### src/rtl/synth_prog_ctrl.sv
module synth_prog_ctrl #(
  parameter int WORD_W = 24,
  parameter int CUR_W  = 3
) (
  input  logic              clk,
  input  logic              rst_n,
  input  logic              ce,
  input  logic              sclk,
  input  logic              sdata,
  input  logic              le,
  output logic [WORD_W-3:0] ref_word,
  output logic [WORD_W-3:0] ab_word,
  output logic [WORD_W-3:0] fn_word,
  output logic [CUR_W-1:0]  cp_cur1,
  output logic [CUR_W-1:0]  cp_cur2,
  output logic [1:0]        presc_sel,
  output logic              pd_polarity,
  output logic              timer_en,
  output logic              ctr_rst,
  output logic              cp_hiz,
  output logic              pwr_down
);
  localparam int B_CRST = 2;
  localparam int B_PD1  = 3;
  localparam int B_TRI  = 4;
  localparam int B_POL  = 5;
  localparam int B_CUR1 = 6;
  localparam int B_FL   = 10;
  localparam int B_CUR2 = 11;
  localparam int B_PRE  = 14;
  localparam int B_PD2  = 16;

  logic [WORD_W-1:0] sr;
  logic [WORD_W-1:2] ref_q, ab_q, fn_q;
  logic sclk_q, le_q, ab_pend, rst_pulse, spd_q, armed;

  wire shift_en  = sclk & ~sclk_q;
  wire load_en   = le & ~le_q;
  wire ld_ref    = load_en && sr[1:0] == 2'b00;
  wire ld_ab     = load_en && sr[1:0] == 2'b01;
  wire ld_fn     = load_en && sr[1:0] == 2'b10;
  wire ld_init   = load_en && sr[1:0] == 2'b11;
  wire sync_mode = fn_q[B_PD1] & ~fn_q[B_PD2];

  always_ff @(posedge clk or negedge rst_n)
    if (!rst_n) begin
      sr     <= '0;
      sclk_q <= 1'b0;
      le_q   <= 1'b0;
    end else begin
      sclk_q <= sclk;
      le_q   <= le;
      if (shift_en) sr <= {sr[WORD_W-2:0], sdata};
    end

  always_ff @(posedge clk or negedge rst_n)
    if (!rst_n) begin
      ref_q <= '0;
      ab_q  <= '0;
      fn_q  <= '0;
      armed <= 1'b0;
    end else begin
      if (ld_ref) ref_q <= sr[WORD_W-1:2];
      if (ld_ab)  ab_q  <= sr[WORD_W-1:2];
      if (ld_fn || ld_init) begin
        fn_q  <= sr[WORD_W-1:2];
        armed <= 1'b1;
      end
    end

  always_ff @(posedge clk or negedge rst_n)
    if (!rst_n) begin
      rst_pulse <= 1'b0;
      ab_pend   <= 1'b0;
      spd_q     <= 1'b0;
    end else begin
      rst_pulse <= ld_init | (ld_ab & ab_pend);
      if (ld_init)    ab_pend <= 1'b1;
      else if (ld_ab) ab_pend <= 1'b0;
      if (rst_pulse && ce && sync_mode) spd_q <= 1'b1;
      else if (!sync_mode)              spd_q <= 1'b0;
    end

  assign ref_word    = ref_q;
  assign ab_word     = ab_q;
  assign fn_word     = fn_q;
  assign cp_cur1     = fn_q[B_CUR1 +: CUR_W];
  assign cp_cur2     = fn_q[B_CUR2 +: CUR_W];
  assign presc_sel   = fn_q[B_PRE +: 2];
  assign pd_polarity = fn_q[B_POL];
  assign timer_en    = fn_q[B_FL];
  assign ctr_rst     = rst_pulse | fn_q[B_CRST];
  assign cp_hiz      = ~armed | ctr_rst | fn_q[B_TRI];
  assign pwr_down    = ~ce | spd_q;

  AST_REF_HOLD: assert property (@(posedge clk) disable iff (!rst_n) !ld_ref |=> $stable(ref_word));
  AST_INIT_COPIES_FN: assert property (@(posedge clk) disable iff (!rst_n) ld_init |=> fn_word == $past(sr[WORD_W-1:2]));
  AST_INIT_FIRES: assert property (@(posedge clk) disable iff (!rst_n) ld_init |=> rst_pulse);
  AST_PULSE_SINGLE: assert property (@(posedge clk) disable iff (!rst_n) rst_pulse |=> !rst_pulse);
  AST_RST_HIZ: assert property (@(posedge clk) disable iff (!rst_n) ctr_rst |-> cp_hiz);
  AST_AB_LATE_QUIET: assert property (@(posedge clk) disable iff (!rst_n) (ld_ab && !ab_pend) |=> !rst_pulse);
  AST_CE_LOW_PD: assert property (@(posedge clk) disable iff (!rst_n) !ce |-> pwr_down);
endmodule

### config.mk
export PLATFORM = sky130hd
export DESIGN_NAME = synth_prog_ctrl
export DESIGN_NICKNAME = d
export VERILOG_FILES = /design/src/rtl/synth_prog_ctrl.sv
export SDC_FILE = /design/constraint.sdc
export NUM_CORES = 1
export LEC_CHECK = 0
export ABC_AREA = 1
export CORE_ASPECT_RATIO = 1.1
export CORE_MARGIN = 2
export CORE_UTILIZATION = 45
export CTS_CLUSTER_SIZE = 25
export DETAILED_ROUTE_END_ITERATION = 16
export DONT_BUFFER_PORTS = 1
export GPL_TIMING_DRIVEN = 0
export PLACE_DENSITY = 0.7
export SLEW_MARGIN = 20
export SYNTH_ARGS = -nofsm -noshare
export SYNTH_HDL_FRONTEND = slang
export SYNTH_SLANG_ARGS = --single-unit
### constraint.sdc
create_clock -name clk -period 3.1 [get_ports clk]
set_input_delay 0.62 -clock clk [delete_from_list [all_inputs] [get_ports clk]]
set_output_delay 0.62 -clock clk [all_outputs]
set_load 0.02 [all_outputs]
==> summary by stage <==
Outcome
The flow ran to the end, and the final reports show no timing, DRC or antenna violations.

STA
Headroom to the max-slew limit came out at 63.7%. The accumulated negative setup slack is 0 ps. The maximum clock rate is 556 MHz. For the pin with the worst max-slew slack, the measured transition is 545 ps. The number of max-slew violations in the final report is 0. Setup repair after global routing left no endpoint under its margin. The final number of setup-violating endpoints is 0.

The clock skew is 10.1 ps. The clock period could shrink to 1800 ps. After layout, the worst path uses 58.0% of the clock period.

The number of hold-slack violations in the final timing report is 0.

Synth
Synthesis handed over a netlist of 428 instances. The synthesized area per cell is 8.98 um^2. The warning count from the yosys run is 0.

In this run the biggest area consumer among cell types represents 62.5% of the synthesized area. In the synthesized netlist the dominant register cell turns out to be sky130_fd_sc_hd__dfrtp_1. Ranked by instance count, the synthesized netlist is headed by sky130_fd_sc_hd__nand2_1 (208), sky130_fd_sc_hd__dfrtp_1 (96), sky130_fd_sc_hd__nand3_1 (65). The async set-reset flop share out of synthesis is 100%.

The sequential fraction of the synthesis area is 62.5%. The count of different cell masters after synthesis is 14. The synthesized net count is 434. sky130_fd_sc_hd__nand2_1 is the most common cell in the netlist. Summed over all instances, the cell type with the most area after synthesis is sky130_fd_sc_hd__dfrtp_1. The flip-flop and latch count after synthesis is 96. Summing every instance area after synthesis gives 3840 um^2. The synthesized design contains 0 enable-type register cells.

Yosys attributes the largest share of cell area to sky130_fd_sc_hd__dfrtp_1 (63%), sky130_fd_sc_hd__nand2_1 (20%), sky130_fd_sc_hd__nand3_1 (8.5%).

Power and ir drop
Summed over all cells, the static leakage comes to 0.00238 uW. The switching fraction of total power is 35.3%. The reported net switching power is 1130 uW.

The internal cell power is 2080 uW. The power share of the clock group is 28.1%. Total power for the finished layout comes to 3210 uW. The power share of the combinational group is 13.6%. Sequential cells burn 58.3% of the power. The worst IR drop on VDD is 0.279 mV.

Power spread over the standard cell area amounts to 759 nW/um^2.

Drt
After detailed routing, the number of vias per cell comes to 5.08. The count of nets left with antenna violations after detail routing is 0. The total via count in the routed design is 2822.

Summed over all layers, the routed wires come to 8.81 mm. The first detailed-routing pass took 5 iterations. The number of DRC violations after detailed routing is 0. After detailed routing, the average wire length per cell comes to 15.8 um. For this block, the initial DRC count from the detailed router was 175.

Placed design
In this run the tool buffered the top-level ports with 0 buffer cells. Routability-driven placement finished with a final weighted congestion of 0.770. Summed over all nets, the half-perimeter wirelength after detailed placement is 5.89 mm.

Floorplan
The floorplan step defined a die boundary enclosing 9290 um^2. The I/O pin count is 85. The initial utilization of the core area, before any placement, comes to 46.2%. The initialized floorplan defines 35 standard-cell rows. The die boundary width is 92.1 um.

The die outline height is 101 um. After floorplanning, the core was sized to cover 8320 um^2.

Critical path
The worst setup path is captured at a primary output. The launching point of the worst reg2reg path is le_q$_DFF_PN0_. Setup slack on the worst reg-to-reg path comes out at 1820 ps. The reg-to-reg critical path endpoint is ref_word[4]$_DFFE_PN0P_. The critical path required time is 2480 ps. The number of cells on the worst reg-to-reg path is 6. The arrival time at the worst endpoint is 1180 ps. The startpoint class of the critical path is a flop. The path type of the worst setup path is reg2out.

The largest fanout on the critical path is 3.

Global routing
The number of antenna violations at the first check in global routing is 0. Across every metal layer, demand over resource in global routing totals 20.1%. The largest net degree at the start of global routing is 97.

The number of global-route vias before repair is 2836. The global-route wire length before repair is 14.3 mm. Global routing finished with a remaining overflow of 0.

CTS
The root buffer cell chosen for the clock tree is sky130_fd_sc_hd__clkbuf_8. Clock-pin slew was measured on the worst setup and hold paths at 90 ps. The number of buffers inserted during clock tree synthesis is 9.

The number of gates resized after CTS is 0. The TritonCTS clock tree is done. The number of H-tree levels is 3. At the later pin of the worst-skew pair, clock insertion delay measures 370 ps. CTS saw 96 sinks. The maximum number of buffers from clock root to sink is 2.

Finish
After the last flow step, the layout net total stands at 446. 0 antenna diodes ended up in the layout. The area growth from synthesis to layout is 10.0%. Cells with a size suffix above 1 make up 13.0% of the layout.

Job
The reported max-cap violation count is 0.

Min path
The path category of the worst min-delay check is in2async.
worst max-delay path by stage:
stage          cells past startpoint                        to                   start  slack, ps
2_1_floorplan                      1                  pwr_down                      ce       1710
3_3_place_gp                       7   ref_word[1]$_DFFE_PN0P_                      le       1610
3_5_place_dp                       7  ref_word[17]$_DFFE_PN0P_                      le       1580
4_1_cts                            2                    cp_hiz  fn_word[2]$_DFFE_PN0P_       1280
5_1_grt                            2                    cp_hiz  fn_word[2]$_DFFE_PN0P_       1250
6_report                           2                    cp_hiz  fn_word[2]$_DFFE_PN0P_       1300
per-stage QoR:
step | cells | instance area, um^2 | setup WS, ps | hold WS, ps | util, %
after detailed placement | 539 | 3980 | 1580 | 326 | 47.8
after global placement | 539 | 3980 | 1610 | 327 | 47.8
after global routing | 556 | 4230 | 1250 | 207 | 50.8
after floorplan | 428 | 3840 | 1710 | 324 | -
after CTS | 556 | 4230 | 1280 | 190 | 50.8
final | 556 | 4230 | 1300 | 155 | 50.8
routing by layer:
metal | GRT usage (%) | part of all wire (%) | routed length (um)
met2 | 33.3 | 49 | 4320
met4 | 9.07 | 2.2 | 194
met3 | 5.61 | 6.9 | 612
met1 | 24.6 | 42 | 3690
met5 | 0 | 0 | 0
sequential cells by signal, indices dropped and copies added (netlist names):
name       count
ab_pend        1
ab_word       22
armed          1
fn_word       22
le_q           1
ref_word      22
rst_pulse      1
sclk_q         1
spd_q          1
sr            24
layout make-up:
type / count / area [um^2]
inverter: 10 / 37.5
buffer: 34 / 204
timing repair buffer: 1 / 27.5
clock buffer: 9 / 124
clock inverter: 7 / 95.1
tap: 111 / 139
sequential: 96 / 2400
multi-input combinational: 288 / 1200
fill: 812 / 4090
worst max-delay path, stage by stage (launching register included):
cell and delay (ps):
sky130_fd_sc_hd__dfrtp_1 480, sky130_fd_sc_hd__nor2_1 140, sky130_fd_sc_hd__nand3_1 200
placed cells by master (no fill, tap or decap), drive strengths merged:
cell type	instances
nand2	210
nand3	65
clkinvlp	1
clkinv	3
dfrtp	96
inv	11
nor2	8
clkbuf	10
a21oi	2
bufinv	2
o21ai	3
buf	34
cell families (layout without fill, tap and decap cells):
family	count (synthesis)	after routing	synth area share, %
simple gates	283	283	30.5
flops	96	96	62.5
buf+inv	44	61	6.28
compound gates	5	5	0.651
power by group through the flow:
stage | clock, uW | combinational [uW] | sequential (uW)
finish | 901 | 437 | 1870
global route | 963 | 500 | 1910
CTS | 910 | 446 | 1880
detailed placement | 0 | 413 | 1900
global placement | 0 | 400 | 1900
floorplan | 0 | 347 | 1830
timing repair:
action | 4_1_cts | 5_1_grt
hold buffers | 1 | 0
hold endpoints to repair | 96 | 0
setup buffers | 0 | 0
No activity file was read; power rests on OpenSTA's default activity.
